===== config.mk =====
export PLATFORM = sky130hd
export DESIGN_NAME = dram_row_seq
export DESIGN_NICKNAME = d
export VERILOG_FILES = /design/src/rtl/drseq_pkg.sv /design/src/rtl/open_row_table.sv /design/src/rtl/ref_timer.sv /design/src/rtl/rd_lat_pipe.sv /design/src/rtl/cmd_fsm.sv /design/src/rtl/dram_row_seq.sv
export SDC_FILE = /design/constraint.sdc
export NUM_CORES = 1
export LEC_CHECK = 0
export ABC_AREA = 1
export BUFFER_PORTS_ARGS = -buffer_cell sky130_fd_sc_hd__buf_2
export CAP_MARGIN = 10
export CORE_MARGIN = 2
export CORE_UTILIZATION = 60
export DETAILED_ROUTE_END_ITERATION = 12
export PLACE_DENSITY = 0.81
export SYNTH_ARGS = -nofsm -noshare
export SYNTH_HDL_FRONTEND = slang
export SYNTH_SLANG_ARGS = --single-unit

===== constraint.sdc =====
create_clock -name clk -period 4.8 [get_ports clk]
set_clock_uncertainty 0.1 [all_clocks]
set_input_delay 0.48 -clock clk [delete_from_list [all_inputs] [get_ports clk]]
set_output_delay 0.48 -clock clk [all_outputs]
set_load 0.01 [all_outputs]

===== src/rtl/drseq_pkg.sv =====
package drseq_pkg;
  typedef enum logic [3:0] {
    CMD_NONE = 4'b0000,
    CMD_PRE  = 4'b0001,
    CMD_ACT  = 4'b0010,
    CMD_RD   = 4'b0100,
    CMD_REF  = 4'b1000
  } cmd_e;

  typedef enum logic [1:0] {
    ST_IDLE,
    ST_ACT,
    ST_RD,
    ST_REFPRE
  } st_e;
endpackage


===== src/rtl/open_row_table.sv =====
module open_row_table #(
  parameter int BANKS = 4,
  parameter int BANK_W = 2,
  parameter int ROW_W = 10
) (
  input  logic              clk,
  input  logic              rst_n,
  input  logic              open_en,
  input  logic [BANK_W-1:0] open_bank,
  input  logic [ROW_W-1:0]  open_row,
  input  logic              close_en,
  input  logic [BANK_W-1:0] close_bank,
  input  logic [BANK_W-1:0] lk_bank,
  output logic              lk_open,
  output logic [ROW_W-1:0]  lk_row,
  output logic [BANKS-1:0]  open_vec
);
  logic [ROW_W-1:0] row_arr [BANKS];

  for (genvar g = 0; g < BANKS; g++) begin : g_bank
    logic             v_q;
    logic [ROW_W-1:0] r_q;
    always_ff @(posedge clk or negedge rst_n) begin
      if (!rst_n) begin
        v_q <= 1'b0;
        r_q <= '0;
      end else if (open_en && open_bank == BANK_W'(g)) begin
        v_q <= 1'b1;
        r_q <= open_row;
      end else if (close_en && close_bank == BANK_W'(g)) begin
        v_q <= 1'b0;
      end
    end
    assign open_vec[g] = v_q;
    assign row_arr[g]  = r_q;
  end

  assign lk_open = open_vec[lk_bank];
  assign lk_row  = row_arr[lk_bank];

  // an activate only ever targets a closed bank
  assert_act_on_closed_R3: assert property (@(posedge clk) disable iff (!rst_n)
    open_en |-> !open_vec[open_bank]);
  // a precharge only ever targets an open bank
  assert_pre_on_open_R9: assert property (@(posedge clk) disable iff (!rst_n)
    close_en |-> open_vec[close_bank]);
endmodule


===== src/rtl/ref_timer.sv =====
module ref_timer #(
  parameter int INTERVAL = 1000,
  parameter int GROUPS = 8,
  parameter int GRP_W = 3
) (
  input  logic             clk,
  input  logic             rst_n,
  input  logic             ref_done,
  output logic             ref_pend,
  output logic [GRP_W-1:0] grp
);
  localparam int CNT_W = (INTERVAL > 1) ? $clog2(INTERVAL) : 1;
  localparam logic [GRP_W-1:0] LAST = GRP_W'(GROUPS - 1);

  logic [CNT_W-1:0] cnt_q;
  logic             expire;

  assign expire = (cnt_q == '0);

  always_ff @(posedge clk or negedge rst_n) begin
    if (!rst_n) begin
      cnt_q    <= CNT_W'(INTERVAL - 1);
      ref_pend <= 1'b0;
      grp      <= '0;
    end else begin
      cnt_q    <= expire ? CNT_W'(INTERVAL - 1) : cnt_q - 1'b1;
      ref_pend <= (ref_pend && !ref_done) || expire;
      if (ref_done) grp <= (grp == LAST) ? '0 : grp + 1'b1;
    end
  end

  // group counter returns to zero after the last group
  assert_grp_wrap_R10: assert property (@(posedge clk) disable iff (!rst_n)
    (ref_done && grp == LAST) |=> grp == '0);
  // an expiry never lands on a refresh that is still owed
  assert_no_lost_ref_R8: assert property (@(posedge clk) disable iff (!rst_n)
    expire |-> (!ref_pend || ref_done));
endmodule


===== src/rtl/rd_lat_pipe.sv =====
module rd_lat_pipe #(
  parameter int LAT = 9
) (
  input  logic clk,
  input  logic rst_n,
  input  logic rd_in,
  output logic done_out
);
  logic [LAT-1:0] sh_q;

  always_ff @(posedge clk or negedge rst_n) begin
    if (!rst_n) sh_q <= '0;
    else        sh_q <= {sh_q[LAT-2:0], rd_in};
  end

  assign done_out = sh_q[LAT-1];
endmodule


===== src/rtl/cmd_fsm.sv =====
module cmd_fsm
  import drseq_pkg::*;
#(
  parameter int BANKS = 4,
  parameter int BANK_W = 2,
  parameter int ROW_W = 10,
  parameter int COL_W = 8,
  parameter int T_RP = 3,
  parameter int T_RCD = 4,
  parameter int T_RFC = 20,
  parameter int BURST = 4,
  parameter int ROWS_PER_REF = 128,
  parameter int GRP_W = 3
) (
  input  logic              clk,
  input  logic              rst_n,
  input  logic              req_valid,
  output logic              req_ready,
  input  logic [BANK_W-1:0] req_bank,
  input  logic [ROW_W-1:0]  req_row,
  input  logic [COL_W-1:0]  req_col,
  input  logic              ref_pend,
  input  logic [GRP_W-1:0]  grp,
  input  logic [BANKS-1:0]  open_vec,
  input  logic              lk_open,
  input  logic [ROW_W-1:0]  lk_row,
  output logic [BANK_W-1:0] lk_bank,
  output logic              open_en,
  output logic [ROW_W-1:0]  open_row,
  output logic              close_en,
  output logic [BANK_W-1:0] close_bank,
  output logic              ref_done,
  output cmd_e              cmd_q,
  output logic [BANK_W-1:0] cmd_bank_q,
  output logic [ROW_W-1:0]  cmd_row_q,
  output logic [COL_W-1:0]  cmd_col_q
);
  localparam int M1 = (T_RP > T_RCD) ? T_RP : T_RCD;
  localparam int M2 = (T_RFC > BURST) ? T_RFC : BURST;
  localparam int GAP_MAX = (M1 > M2) ? M1 : M2;
  localparam int CNT_W = $clog2(GAP_MAX + 1);

  st_e st_q, st_n;
  logic [CNT_W-1:0] cnt_q, cnt_val;
  logic cnt_load;
  logic [BANK_W-1:0] hold_bank;
  logic [ROW_W-1:0]  hold_row;
  logic [COL_W-1:0]  hold_col;
  logic [BANK_W-1:0] cur_bank, pick;
  logic [ROW_W-1:0]  cur_row;
  logic [COL_W-1:0]  cur_col;
  logic accept, gap_done;
  cmd_e c_n;
  logic [BANK_W-1:0] b_n;
  logic [ROW_W-1:0]  r_n;
  logic [COL_W-1:0]  col_n;

  assign gap_done  = (cnt_q == '0);
  assign req_ready = (st_q == ST_IDLE) && gap_done && !ref_pend;
  assign accept    = req_valid && req_ready;
  assign cur_bank  = (st_q == ST_IDLE) ? req_bank : hold_bank;
  assign cur_row   = (st_q == ST_IDLE) ? req_row  : hold_row;
  assign cur_col   = (st_q == ST_IDLE) ? req_col  : hold_col;
  assign lk_bank   = cur_bank;
  assign open_row  = cur_row;

  always_comb begin
    pick = '0;
    for (int i = BANKS - 1; i >= 0; i--) begin
      if (open_vec[i]) pick = BANK_W'(i);
    end
  end

  always_comb begin
    st_n       = st_q;
    c_n        = CMD_NONE;
    b_n        = cur_bank;
    r_n        = cur_row;
    col_n      = '0;
    cnt_load   = 1'b0;
    cnt_val    = '0;
    open_en    = 1'b0;
    close_en   = 1'b0;
    close_bank = cur_bank;
    ref_done   = 1'b0;
    unique case (st_q)
      ST_IDLE: begin
        if (accept) begin
          cnt_load = 1'b1;
          if (lk_open && lk_row == req_row) begin
            c_n     = CMD_RD;
            col_n   = req_col;
            cnt_val = CNT_W'(BURST - 1);
          end else if (lk_open) begin
            c_n      = CMD_PRE;
            r_n      = '0;
            close_en = 1'b1;
            cnt_val  = CNT_W'(T_RP - 1);
            st_n     = ST_ACT;
          end else begin
            c_n     = CMD_ACT;
            open_en = 1'b1;
            cnt_val = CNT_W'(T_RCD - 1);
            st_n    = ST_RD;
          end
        end else if (ref_pend && gap_done) begin
          st_n = ST_REFPRE;
        end
      end
      ST_ACT: begin
        if (gap_done) begin
          c_n      = CMD_ACT;
          open_en  = 1'b1;
          cnt_load = 1'b1;
          cnt_val  = CNT_W'(T_RCD - 1);
          st_n     = ST_RD;
        end
      end
      ST_RD: begin
        if (gap_done) begin
          c_n      = CMD_RD;
          col_n    = cur_col;
          cnt_load = 1'b1;
          cnt_val  = CNT_W'(BURST - 1);
          st_n     = ST_IDLE;
        end
      end
      ST_REFPRE: begin
        if (|open_vec) begin
          c_n        = CMD_PRE;
          b_n        = pick;
          r_n        = '0;
          close_en   = 1'b1;
          close_bank = pick;
          cnt_load   = 1'b1;
          cnt_val    = CNT_W'(T_RP - 1);
        end else if (gap_done) begin
          c_n      = CMD_REF;
          b_n      = '0;
          r_n      = ROW_W'(32'(grp) * ROWS_PER_REF);
          ref_done = 1'b1;
          cnt_load = 1'b1;
          cnt_val  = CNT_W'(T_RFC - 1);
          st_n     = ST_IDLE;
        end
      end
      default: st_n = ST_IDLE;
    endcase
  end

  always_ff @(posedge clk or negedge rst_n) begin
    if (!rst_n) begin
      st_q       <= ST_IDLE;
      cnt_q      <= '0;
      hold_bank  <= '0;
      hold_row   <= '0;
      hold_col   <= '0;
      cmd_q      <= CMD_NONE;
      cmd_bank_q <= '0;
      cmd_row_q  <= '0;
      cmd_col_q  <= '0;
    end else begin
      st_q <= st_n;
      if (cnt_load)       cnt_q <= cnt_val;
      else if (!gap_done) cnt_q <= cnt_q - 1'b1;
      if (accept) begin
        hold_bank <= req_bank;
        hold_row  <= req_row;
        hold_col  <= req_col;
      end
      cmd_q      <= c_n;
      cmd_bank_q <= b_n;
      cmd_row_q  <= r_n;
      cmd_col_q  <= col_n;
    end
  end

  // one command per cycle, one-hot or none
  assert_one_cmd_R11: assert property (@(posedge clk) disable iff (!rst_n)
    (cmd_q != CMD_NONE) |-> $onehot(cmd_q));
  // a delayed read finds its row open in the table
  assert_rd_open_row_R5: assert property (@(posedge clk) disable iff (!rst_n)
    (st_q == ST_RD && gap_done) |-> (lk_open && lk_row == hold_row));
  // a refresh command sees every bank closed
  assert_ref_all_closed_R9: assert property (@(posedge clk) disable iff (!rst_n)
    (cmd_q == CMD_REF) |-> (open_vec == '0));
endmodule


===== src/rtl/dram_row_seq.sv =====
module dram_row_seq #(
  parameter int BANKS = 4,
  parameter int ROWS = 1024,
  parameter int COLS = 256,
  parameter int ROWS_PER_REF = 128,
  parameter int RETENTION_CYC = 8000,
  parameter int T_RP = 3,
  parameter int T_RCD = 4,
  parameter int T_CL = 5,
  parameter int BURST = 4,
  parameter int T_RFC = 20,
  localparam int BANK_W = (BANKS > 1) ? $clog2(BANKS) : 1,
  localparam int ROW_W = $clog2(ROWS),
  localparam int COL_W = $clog2(COLS)
) (
  input  logic              clk,
  input  logic              rst_n,
  input  logic              req_valid,
  output logic              req_ready,
  input  logic [BANK_W-1:0] req_bank,
  input  logic [ROW_W-1:0]  req_row,
  input  logic [COL_W-1:0]  req_col,
  output logic [3:0]        cmd_type,
  output logic [BANK_W-1:0] cmd_bank,
  output logic [ROW_W-1:0]  cmd_row,
  output logic [COL_W-1:0]  cmd_col,
  output logic              rd_done
);
  import drseq_pkg::*;

  localparam int GROUPS = ROWS / ROWS_PER_REF;
  localparam int REF_INTERVAL = RETENTION_CYC / GROUPS;
  localparam int GRP_W = (GROUPS > 1) ? $clog2(GROUPS) : 1;
  localparam int LAT = T_CL + BURST;

  logic              ref_pend, ref_done;
  logic [GRP_W-1:0]  grp;
  logic [BANKS-1:0]  open_vec;
  logic              lk_open, open_en, close_en;
  logic [ROW_W-1:0]  lk_row, open_row;
  logic [BANK_W-1:0] lk_bank, close_bank;
  cmd_e              cmd_q;

  open_row_table #(.BANKS(BANKS), .BANK_W(BANK_W), .ROW_W(ROW_W)) u_table (
    .clk(clk), .rst_n(rst_n),
    .open_en(open_en), .open_bank(lk_bank), .open_row(open_row),
    .close_en(close_en), .close_bank(close_bank),
    .lk_bank(lk_bank), .lk_open(lk_open), .lk_row(lk_row),
    .open_vec(open_vec)
  );

  ref_timer #(.INTERVAL(REF_INTERVAL), .GROUPS(GROUPS), .GRP_W(GRP_W)) u_timer (
    .clk(clk), .rst_n(rst_n), .ref_done(ref_done),
    .ref_pend(ref_pend), .grp(grp)
  );

  cmd_fsm #(
    .BANKS(BANKS), .BANK_W(BANK_W), .ROW_W(ROW_W), .COL_W(COL_W),
    .T_RP(T_RP), .T_RCD(T_RCD), .T_RFC(T_RFC), .BURST(BURST),
    .ROWS_PER_REF(ROWS_PER_REF), .GRP_W(GRP_W)
  ) u_fsm (
    .clk(clk), .rst_n(rst_n),
    .req_valid(req_valid), .req_ready(req_ready),
    .req_bank(req_bank), .req_row(req_row), .req_col(req_col),
    .ref_pend(ref_pend), .grp(grp),
    .open_vec(open_vec), .lk_open(lk_open), .lk_row(lk_row),
    .lk_bank(lk_bank), .open_en(open_en), .open_row(open_row),
    .close_en(close_en), .close_bank(close_bank), .ref_done(ref_done),
    .cmd_q(cmd_q), .cmd_bank_q(cmd_bank), .cmd_row_q(cmd_row),
    .cmd_col_q(cmd_col)
  );

  rd_lat_pipe #(.LAT(LAT)) u_lat (
    .clk(clk), .rst_n(rst_n),
    .rd_in(cmd_q == CMD_RD), .done_out(rd_done)
  );

  assign cmd_type = cmd_q;
endmodule


==> metrics.txt, run 1 <==
ratio of cells with drive above 1 in the final layout 0.147; worst relative slew slack 0.366; TNS Setup 0 ns; initial antenna violation count 0; Slew Limit Fails 0; most frequent cells in the layout nand2_1, dfrtp_1, o21ai_0; Buf/Inv on CP 4; Tmin final 3.94 ns; clock-pin slew of the registers on the worst-case setup and hold paths approximately 0.060 ns; worst-path cell chain inv_1 > ha_1 > buf_4 > inv_4 > nor3_1 > and2_1 > inv_1 > nor2_1 > nand2_2 > nand2_2 > nand3_1 > nand2_1 > nand2_1; detailed placement HPWL 9.03 mm; Post-route DRC 0; Fmax achieved between 200 and 300 MHz; slowest stage delay, CP approximately 0.58 ns; syn avg cell area slightly above 8 µm²; Finished Layout Cells 831; clk root buf clkbuf_8; FP Rows 34; cells after synthesis 663; Hold WS -0.000683 ns; Clk Latency, worst-skew pair 0.52 ns; Synth warnings 0; Critical Path AT 4.22 ns; Post-synth EDFFs 0; WP data required roughly 5.1 ns; routed vias 4724; Die Wd 99.6 µm; post-route ant nets 0; #FFs+latches synth 118; IO Port Bufs 48; DR vias/cell 5.68; Die Area 9920 µm²; vias in the first global route roughly 4700; CTS tree built; Placer Congestion 0.948; DRT iter0 DRCs 395; final hold viol count 1; status finished, violations left; global-route usage over all layers 0.296; slowest cell on the critical path ha_1; Filler Cell Count 669; RSZ-0062 raised after global routing no; clock buffer depth 2; Power Dens Cells 685 nW/µm²; Core ar. a little under 9000 µm²; VDD IR max 0.346 mV; DP Area around 5800 µm²; Die Ht 99.6 µm; drt wl/cell 16.5 µm; Critical Path Fanout Max 33; placed cell count between 700 and 800; crit path kind register to register; Num CTS Buffers 17; Final Cycle Share 0.820; most used flip-flop cell after synthesis dfrtp_1; GRT overflow 0; most common cell after layout, fill and taps aside nand2_1; synthesized area 5490 µm²; Hold Path Class input port to asynchronous set/reset pin; largest net degree at the start of global routing 77; drt pass-1 iters 7; setup bufs post-CTS 0; Synth cell types 41; Clock Sinks about 120; first-pass GRT wire length 22.8 mm; CP endpoint kind register; H-tree depth 4; design area 6350 µm²; Worst setup SP type register; antenna diode count 0; failing checks hold timing; Routed WL approximately 14 mm; Synth async-reset ratio 1.00; Top delay family on crit path simple AND/OR/NAND/NOR gates; layout overhead on the synthesized area 15.8%; static leakage 3.35 nW; worst slew pin tran 0.951 ns; hold buffer count at cts 0; final setup violation count 0; Initial Util 0.623; MaxCap Viol Count 0; Mapped Nets 695; post-cts gate resize count 0; sequential area share after synthesis 0.540; fin nets 742; I/O pin cnt 49
metrics by stage:
step | setup slack (ns) | hold slack (ns) | utilization | total power [mW]
floorplan | 2.55 | 0.0844 | - | 2.59
CTS | 0.945 | 0.0451 | 0.721 | 4.31
global route | 0.548 | 0.0679 | 0.721 | 4.61
global placement | 1.09 | 0.234 | 0.654 | 2.93
finish | 0.863 | -0.000683 | 0.721 | 4.35
detailed placement | 0.980 | 0.235 | 0.654 | 3.01
per-layer routing:
layer / wire length (µm) / global-route usage / part of all wire / vias up
li1: - / - / - / 2220
met1: 5700 / 0.387 / 0.42 / 2238
met2: 6490 / 0.470 / 0.47 / 216
met3: 1040 / 0.0745 / 0.076 / 50
met4: 439 / 0.133 / 0.032 / 0
met5: 0 / 0 / 0 / -
state kept, by name, summed over array words and instances, names as in the netlist, 3 cells and up:
| register | count |
|---|---|
| u_table.g_bank.r_q | 40 |
| u_fsm.cmd_row_q | 10 |
| u_fsm.hold_row | 10 |
| u_timer.cnt_q | 10 |
| u_lat.sh_q | 9 |
| u_fsm.cmd_col_q | 8 |
| u_fsm.hold_col | 8 |
| u_fsm.cnt_q | 5 |
| u_fsm.cmd_q | 4 |
| u_table.g_bank.v_q | 4 |
| u_timer.grp | 3 |
power breakdown:
group	total (mW)	switching [mW]	internal, mW
Combinational	1.59	1.10	0.483
Sequential	1.48	0.179	1.31
Clock	1.28	0.485	0.792
Total	4.35	1.77	2.58
worst reg2reg max path: cells and delay by family (launching register included):
kind / cells / cell delay, ns
and+or+nand+nor: 8 / 1.69
adders and majority gates: 1 / 0.58
DFF: 1 / 0.42
buffers and inverters: 4 / 1.00
area by class of cell:
| type | count | area, µm² | share of cell area |
|---|---|---|---|
| Sequential cell | 118 | 2960 | 0.466 |
| Multi-Input combinational cell | 458 | 2160 | 0.340 |
| Clock buffer | 17 | 414 | 0.0652 |
| Timing Repair Buffer | 50 | 258 | 0.0406 |
| Inverter | 65 | 246 | 0.0388 |
| Clock inverter | 15 | 179 | 0.0282 |
| Tap cell | 108 | 135 | 0.0213 |
final timing paths:
path | from | cells past startpoint | end | slack [ns]
setup / recovery | u_fsm.st_q[0]$_DFFE_PN0P_ | 13 | u_table.g_bank[1].v_q$_DFFE_PN0P_ | 0.86
hold / removal | rst_n | 1 | u_lat.sh_q[8]$_DFF_PN0_ | -0.0007
setup reg to reg | u_fsm.st_q[0]$_DFFE_PN0P_ | 13 | u_table.g_bank[1].v_q$_DFFE_PN0P_ | 0.86
hold reg to reg | u_lat.sh_q[6]$_DFF_PN0_ | 0 | u_lat.sh_q[7]$_DFF_PN0_ | 0.25
max in group asynchronous | rst_n | 2 | u_timer.cnt_q[2]$_DFF_PN1_ | 3.50
min in group clk | req_bank[1] | 3 | u_fsm.hold_bank[1]$_DFFE_PN0N_ | 0.10
cells in the mapped netlist (4+ instances only):
| library cell | n | area share |
|---|---|---|
| nand2_1 | 239 | 0.16 |
| nand3_1 | 29 | 0.026 |
| buf_2 | 7 | 0.0064 |
| nand2_2 | 6 | 0.0068 |
| a21oi_1 | 7 | 0.0064 |
| inv_1 | 63 | 0.043 |
| clkbuf_1 | 10 | 0.0068 |
| dfrtp_1 | 110 | 0.50 |
| ha_1 | 9 | 0.021 |
| dfstp_2 | 8 | 0.038 |
| o21ai_0 | 83 | 0.076 |
| o22ai_1 | 12 | 0.014 |
| nor2_1 | 31 | 0.021 |
| a211oi_1 | 4 | 0.0055 |
| xor2_1 | 4 | 0.0064 |
cell families (layout without fill, tap and decap cells):
family          after synthesis  count (layout)  synth area share
compound gates              121             121             0.122
xor+xnor                      7               7            0.0112
fa+ha+maj                     9               9            0.0205
buf+inv                      87             147            0.0666
flops                       118             118             0.540
simple gates                321             321             0.239
(Power assumes the default switching activity.)
==> run 2, diff against run 1 <==
--- a/config.mk
+++ b/config.mk
@@ -5,13 +5,13 @@
 export SDC_FILE = /design/constraint.sdc
 export NUM_CORES = 1
 export LEC_CHECK = 0
-export ABC_AREA = 1
+export ABC_AREA = 0
 export BUFFER_PORTS_ARGS = -buffer_cell sky130_fd_sc_hd__buf_2
 export CAP_MARGIN = 10
 export CORE_MARGIN = 2
-export CORE_UTILIZATION = 60
+export CORE_UTILIZATION = 53
 export DETAILED_ROUTE_END_ITERATION = 12
-export PLACE_DENSITY = 0.81
+export PLACE_DENSITY = 0.76
 export SYNTH_ARGS = -nofsm -noshare
 export SYNTH_HDL_FRONTEND = slang
 export SYNTH_SLANG_ARGS = --single-unit
==> constraint.sdc (replaced) <==
create_clock -name clk -period 3.4 [get_ports clk]
set_clock_uncertainty 0.1 [all_clocks]
set_input_delay 0.34 -clock clk [delete_from_list [all_inputs] [get_ports clk]]
set_output_delay 0.34 -clock clk [all_outputs]
set_load 0.01 [all_outputs]
==> run 2 against run 1 <==
Against the previous run: maximum frequency up 26%; largest power group is now the clock network; area after synthesis decreased by 3.0%; worst setup slack worse by 0.58 ns; sequential power is 4% lower; routed wire length fell by 7.2%; sequential share of layout area down 1.6 points; power fell by 22%; critical path depth down 1; worst hold slack better by 0.017 ns; the run now ends clean; synthesized cell count shrank 22%; clock power up 43%.
==> metrics.txt, run 2 <==
RSZ-0062 raised after global routing no; GRT overflow 0 (unchanged); first-pass GRT wire length 21.1 mm (-7.5%); clk root buf clkbuf_8; Die Ht 104 µm (+4.6%); Die Area 10900 µm² (+9.4%); fin nets 626 (-16%); post-route ant nets 0 (unchanged); drt wl/cell 17.1 µm (+4.2%); Mapped Nets 549 (-21%); Worst Setup SP u_fsm.st_q[1]$_DFFE_PN0P_; syn avg cell area 10.3 µm² (+24%); ratio of cells with drive above 1 in the final layout 0.203 (+0.0560); synthesized area 5320 µm² (-3.0%); clock buffer depth 2 (unchanged); Hold EP u_fsm.hold_row[0]$_DFFE_PN0N_; Initial Util 0.544 (-0.0785); most used flip-flop cell after synthesis dfrtp_1; Worst setup SP type register; Post-synth EDFFs 0 (unchanged); drt pass-1 iters 4 (-3); CP endpoint kind register; DR vias/cell 5.73 (+0.79%); cells after synthesis 517 (-22%); global-route usage over all layers 0.250 (-0.0463); layout overhead on the synthesized area 23.6%; synth cell count leaders dfrtp_1, nand2_1, o21ai_0, nor2_1, a21oi_1; DRT iter0 DRCs 288 (-27%); Tmin final 3.12 ns (-0.820 ns); final setup violation count 0 (unchanged); Worst Reg2Reg Path Length in Cells 12 (-1); DP Area 5760 µm² (about the same); Largest register FFs 40 (unchanged); Power Dens Cells 513 nW/µm² (-25%); FF-to-FF End u_fsm.cmd_col_q[5]$_DFF_PN0_; largest net degree at the start of global routing 72 (-6.5%); met3 Use GR 0.0464 (-0.0281); worst relative slew slack 0.477 (+0.111); Synth warnings 0 (unchanged); I/O pin cnt 49 (unchanged); IO Port Bufs 48 (unchanged); Critical Path Fanout Max 13 (-61%); Hold Path Class input port to register; Post-route DRC 0 (unchanged); busiest layer in global routing met2; crit path kind register to register; Core ar. 9770 µm² (+11%); Synth top area share 0.517 (+0.0155); VDD IR max 0.433 mV (+25%); status complete, no violations; CTS tree built; Critical R2R Launch u_fsm.st_q[1]$_DFFE_PN0P_; sequential area share after synthesis 0.557 (+0.0166); antenna diode count 0 (unchanged); Slew Limit Fails 0 (unchanged); final core occ 0.673 (-0.0486); static leakage 3.27 nW (-2.2%); vias in the first global route 4175 (-11%); detailed placement HPWL 8.36 mm (-7.4%); met1 Usage GRT 0.321 (-0.0662); final hold viol count 0 (-1); Clock Sinks 118 (unchanged); WP data required 3.76 ns (-1.33 ns); most common cell after layout, fill and taps aside dfrtp_1; most frequent cells in the layout dfrtp_1, nand2_1, o21ai_0; initial antenna violation count 0 (unchanged); Worst Hold Depth 3; design area 6580 µm² (+3.5%); Fmax achieved 321 MHz (+26%); leading area contributor after synthesis dfrtp_1; worst slew pin tran 0.785 ns (-0.166 ns); routed vias 4240 (-10%); Die Wd 104 µm (+4.6%); FP Rows 36 (+5.9%); hold wc startpoint req_row[0]; FF-to-FF setup slack 0.28 ns (-0.58 ns); Clk Latency, worst-skew pair 0.53 ns (about the same); Synth cell types 51 (+24%); Num CTS Buffers 17 (unchanged); Top reg by flops u_table.g_bank.r_q; MaxCap Viol Count 0 (unchanged); H-tree depth 4 (unchanged); most numerous cell in the Yosys netlist dfrtp_1; TNS Setup 0 ns (unchanged); clock-pin slew of the registers on the worst-case setup and hold paths 0.06 ns (about the same); dominant cells by area after synthesis dfrtp_1, nand2_1, o21ai_0; Routed WL 12.7 mm (-7.2%); #FFs+latches synth 118 (unchanged); Synth async-reset ratio 1.00 (unchanged); met2 Track Usage GR 0.401 (-0.0690); Critical Path AT 3.48 ns (-0.74 ns); Final Cycle Share 0.917 (+0.0966); Placer Congestion 0.912 (-3.8%)
[run 2: cell count changes after synthesis, moves of 9 or more]
cell / change
nand2_1: -146
inv_1: -46
mux2i_1: +16
nand3_1: -27
o21ai_0: -28
xnor2_1: +11
a21oi_1: +26
o22ai_1: -9
[run 2: cell type report]
type	instances	area [µm²]
clock inverters	7	116
inverters	17	63.8
well taps	133	166
flip-flops and latches	118	2960
clock buffers	25	494
repair buffers	81	543
fillers	740	3200
multi-input cells	359	2230
[run 2: power by group]
part           switching [mW]  leakage [nW]  internal (mW)
sequential            0.00180          1.58           1.41
combinational          0.0820          1.40         0.0504
clock                   0.615         0.298           1.21
total                   0.699          3.27           2.68
[run 2: how the worst max path moves through the flow]
stage | endpoint | slack (ns)
global placement | u_fsm.cmd_row_q[6]$_DFF_PN0_ | 0.28
global route | u_fsm.cmd_col_q[5]$_DFF_PN0_ | 0.07
floorplan | u_fsm.cmd_row_q[6]$_DFF_PN0_ | 0.46
CTS | u_fsm.cmd_row_q[0]$_DFF_PN0_ | 0.07
detailed placement | u_fsm.cmd_row_q[0]$_DFF_PN0_ | 0.05
finish | u_fsm.cmd_col_q[5]$_DFF_PN0_ | 0.28
[run 2: logic make-up (layout without fill, tap and decap cells)]
family,Yosys count,count (layout),synth area share
and+or+nand+nor,182,182,0.162
xor gates and xnor gates,18,18,0.0296
DFF,118,118,0.557
adders and majority gates,9,9,0.0212
muxes,27,27,0.0623
buffers and inverters,40,130,0.0320
AOI/OAI and AO/OA,123,123,0.136
[run 2: routing by layer]
metal	vias up	routed length, µm
li1	1956	-
met1	2099	5330
met2	147	6280
met3	38	641
met4	0	425
met5	-	0
[run 2: what timing repair did]
item                                    CTS  global route
resized for setup                         1             6
buffers inserted                          0             0
endpoints found under the hold margin    73             0
pin swaps                                 0             1
hold buffers                             16             0
endpoints found under the setup margin    9            30
[run 2: stage by stage]
stage	cells	hold WS [ns]	power, mW	setup WS, ns
final	740	0.0161	3.38	0.283
after global placement	692	0.238	1.55	0.280
after CTS	740	0.0114	3.39	0.0738
after detailed placement	692	0.236	1.56	0.0547
after global routing	740	0.0274	3.48	0.0715
after floorplan	517	-0.0556	1.48	0.456
[run 2: critical path, cell delays in order (launching register included)]
cell	delay (ns)
dfrtp_1	0.40
inv_1	0.12
ha_1	0.27
buf_4	0.23
mux2i_1	0.20
buf_4	0.21
mux4_2	0.32
xnor2_1	0.16
nand4_1	0.18
buf_4	0.19
nor4_4	0.27
buf_4	0.22
a22o_1	0.17
==> run 3, diff against run 2 <==
--- a/config.mk
+++ b/config.mk
@@ -8,8 +8,10 @@
 export ABC_AREA = 0
 export BUFFER_PORTS_ARGS = -buffer_cell sky130_fd_sc_hd__buf_2
 export CAP_MARGIN = 10
+export CELL_PAD_IN_SITES_DETAIL_PLACEMENT = 1
+export CELL_PAD_IN_SITES_GLOBAL_PLACEMENT = 1
 export CORE_MARGIN = 2
-export CORE_UTILIZATION = 53
+export CORE_UTILIZATION = 42
 export DETAILED_ROUTE_END_ITERATION = 12
 export PLACE_DENSITY = 0.76
 export SYNTH_ARGS = -nofsm -noshare
==> run 3 against run 2 <==
Against the previous run: maximum frequency shrank 1.4%; final cell count is 3.5% higher; sequential share of layout area is 1.2 points higher; combinational power fell by 8%; worst hold slack better by 0.016 ns; first-iteration DRC count decreased by 27%; count of clock-buffer cells in the layout grew 3; critical endpoint is now u_fsm.cmd_col_q[7]$_DFF_PN0_.
==> metrics.txt, run 3 (same netlist as run 2, synthesis figures left out) <==
status complete, no violations; clock-pin slew of the registers on the worst-case setup and hold paths 0.05 ns (about the same); Placer Congestion 0.832 (-8.8%); DRT iter0 DRCs 211 (-27%); TNS Setup 0 ns (unchanged); layout overhead on the synthesized area 20.4%; vias in the first global route 4422 (+5.9%); area of the multi-input gates 2190 µm² (-1.6%); Die Area 13600 µm² (+25%); clk root buf clkbuf_16; Critical Path AT 3.41 ns (-0.07 ns); Core ar. 12500 µm² (+28%); first-pass GRT wire length 23.1 mm (+9.6%); Filler Cell Count 1408 (+90%); DP Area 5840 µm² (+1.3%); worst slew pin tran 0.918 ns (+0.133 ns); initial antenna violation count 0 (unchanged); VDD IR max 0.349 mV (-19%); IO Port Bufs 48 (unchanged); Clock Sinks 118 (unchanged); Top reg by flops u_table.g_bank.r_q; Num CTS Buffers 17 (unchanged); fin nets 613 (-2.1%); Post-route DRC 0 (unchanged); Slew Limit Fails 0 (unchanged); FP Rows 41 (+14%); RSZ-0062 raised after global routing no; MaxCap Viol Count 0 (unchanged); drt wl/cell 18.5 µm (+8.0%); post-route ant nets 0 (unchanged); drt pass-1 iters 4 (unchanged); Worst setup SP type register; static leakage 3.17 nW (-3.1%); Fmax achieved 316 MHz (-1.4%); final setup violation count 0 (unchanged); most frequent cells in the layout dfrtp_1, nand2_1, o21ai_0; setup bufs post-CTS 0 (unchanged); global-route usage over all layers 0.228 (-0.0222); routed vias 4126 (-2.7%); clock buffer depth 2 (unchanged); register area 2960 µm² (unchanged); most common cell after layout, fill and taps aside dfrtp_1; crit path kind register to register; Clk Latency, worst-skew pair 0.42 ns (-0.11 ns); final core occ 0.512 (-0.161); GRT overflow 0 (unchanged); Die Wd 117 µm (+12%); Power Dens Cells 500 nW/µm² (-2.6%); ratio of cells with drive above 1 in the final layout 0.199 (-0.00398); Hold Path Class input port to register; Critical Path Fanout Max 16 (+3); Hold WS 0.0319 ns (+0.0158 ns); final hold viol count 0 (unchanged); placed cell count 733 (+5.9%); fin worst setup slack 0.238 ns (-0.0442 ns); Largest register FFs 40 (unchanged); WP data required 3.65 ns (-0.11 ns); Finished Layout Cells 766 (+3.5%); CP endpoint kind register; Final Cycle Share 0.930 (+0.0130); DR vias/cell 5.39 (-6.0%); largest net degree at the start of global routing 119 (+65%); worst relative slew slack 0.388 (-0.0885); Tmin final 3.16 ns (+0.0442 ns); pre-CTS setup slack 0.0368 ns (-0.0179 ns); Die Ht 117 µm (+12%); Routed WL 14.2 mm (+12%); antenna diode count 0 (unchanged); detailed placement HPWL 9.53 mm (+14%); I/O pin cnt 49 (unchanged); Initial Util 0.425 (-0.119); Total Power 3.20 mW (-5.1%); design area 6400 µm² (-2.6%); H-tree depth 4 (unchanged); CTS tree built
-- run 3: changes by cell type in the layout (fill, tap and decap cells not counted), moves of 2 or more --
cell,change
xnor2_2,-2
clkbuf_8,-3
dlygate4sd3_1,-15
xnor2_1,+2
bufinv_16,-2
clkbuf_1,+5
-- run 3: critical path, cell delays in order, from the launching register on --
cell	delay [ns]
dfrtp_1	0.40
inv_1	0.11
ha_1	0.22
buf_6	0.20
nor3b_1	0.33
nor2_1	0.18
o2111ai_1	0.28
xnor2_1	0.19
nand4_1	0.17
buf_4	0.18
nor4_4	0.31
buf_4	0.24
a22o_1	0.17
-- run 3: path summary, 6_finish.rpt --
| path | startpoint | cells past startpoint | endpoint | slack, ns |
|---|---|---|---|---|
| min in group asynchronous | rst_n | 3 | u_lat.sh_q[4]$_DFF_PN0_ | 0.47 |
| min reg2reg | u_lat.sh_q[7]$_DFF_PN0_ | 0 | u_lat.sh_q[8]$_DFF_PN0_ | 0.25 |
| min | req_col[6] | 3 | u_fsm.hold_col[6]$_DFFE_PN0N_ | 0.03 |
| max in group asynchronous | rst_n | 3 | u_table.g_bank[1].r_q[7]$_DFFE_PN0P_ | 2.25 |
| max | u_fsm.st_q[0]$_DFFE_PN0P_ | 12 | u_fsm.cmd_col_q[7]$_DFF_PN0_ | 0.24 |
| max reg2reg | u_fsm.st_q[0]$_DFFE_PN0P_ | 12 | u_fsm.cmd_col_q[7]$_DFF_PN0_ | 0.24 |
-- run 3: what timing repair did --
item / CTS / global route
hold endpoints to repair: 110 / 0
endpoints found under the setup margin: 0 / 19
resized for setup: 0 / 3
hold buffers: 1 / 0
-- run 3: per-layer routing --
metal	vias to the layer above	wire (µm)	share of wire	global-route usage
met5	-	0	0	0
met4	0	227	0.016	0.0769
met3	16	570	0.040	0.0664
met2	73	7100	0.50	0.374
met1	2118	6280	0.44	0.290
li1	1919	-	-	-
-- run 3: area by class of cell --
type	instances	share of cell area
Multi-Input combinational cell	359	0.343
Clock inverter	4	0.00742
Timing Repair Buffer	68	0.0662
Sequential cell	118	0.463
Inverter	17	0.00996
Clock buffer	28	0.0776
Tap cell	172	0.0336
-- run 3: where the power goes --
part / switching [mW] / internal, mW / total [mW]
Combinational: 0.0810 / 0.0402 / 0.121
Sequential: 0.00240 / 1.41 / 1.42
Clock: 0.606 / 1.06 / 1.66
Total: 0.689 / 2.51 / 3.20
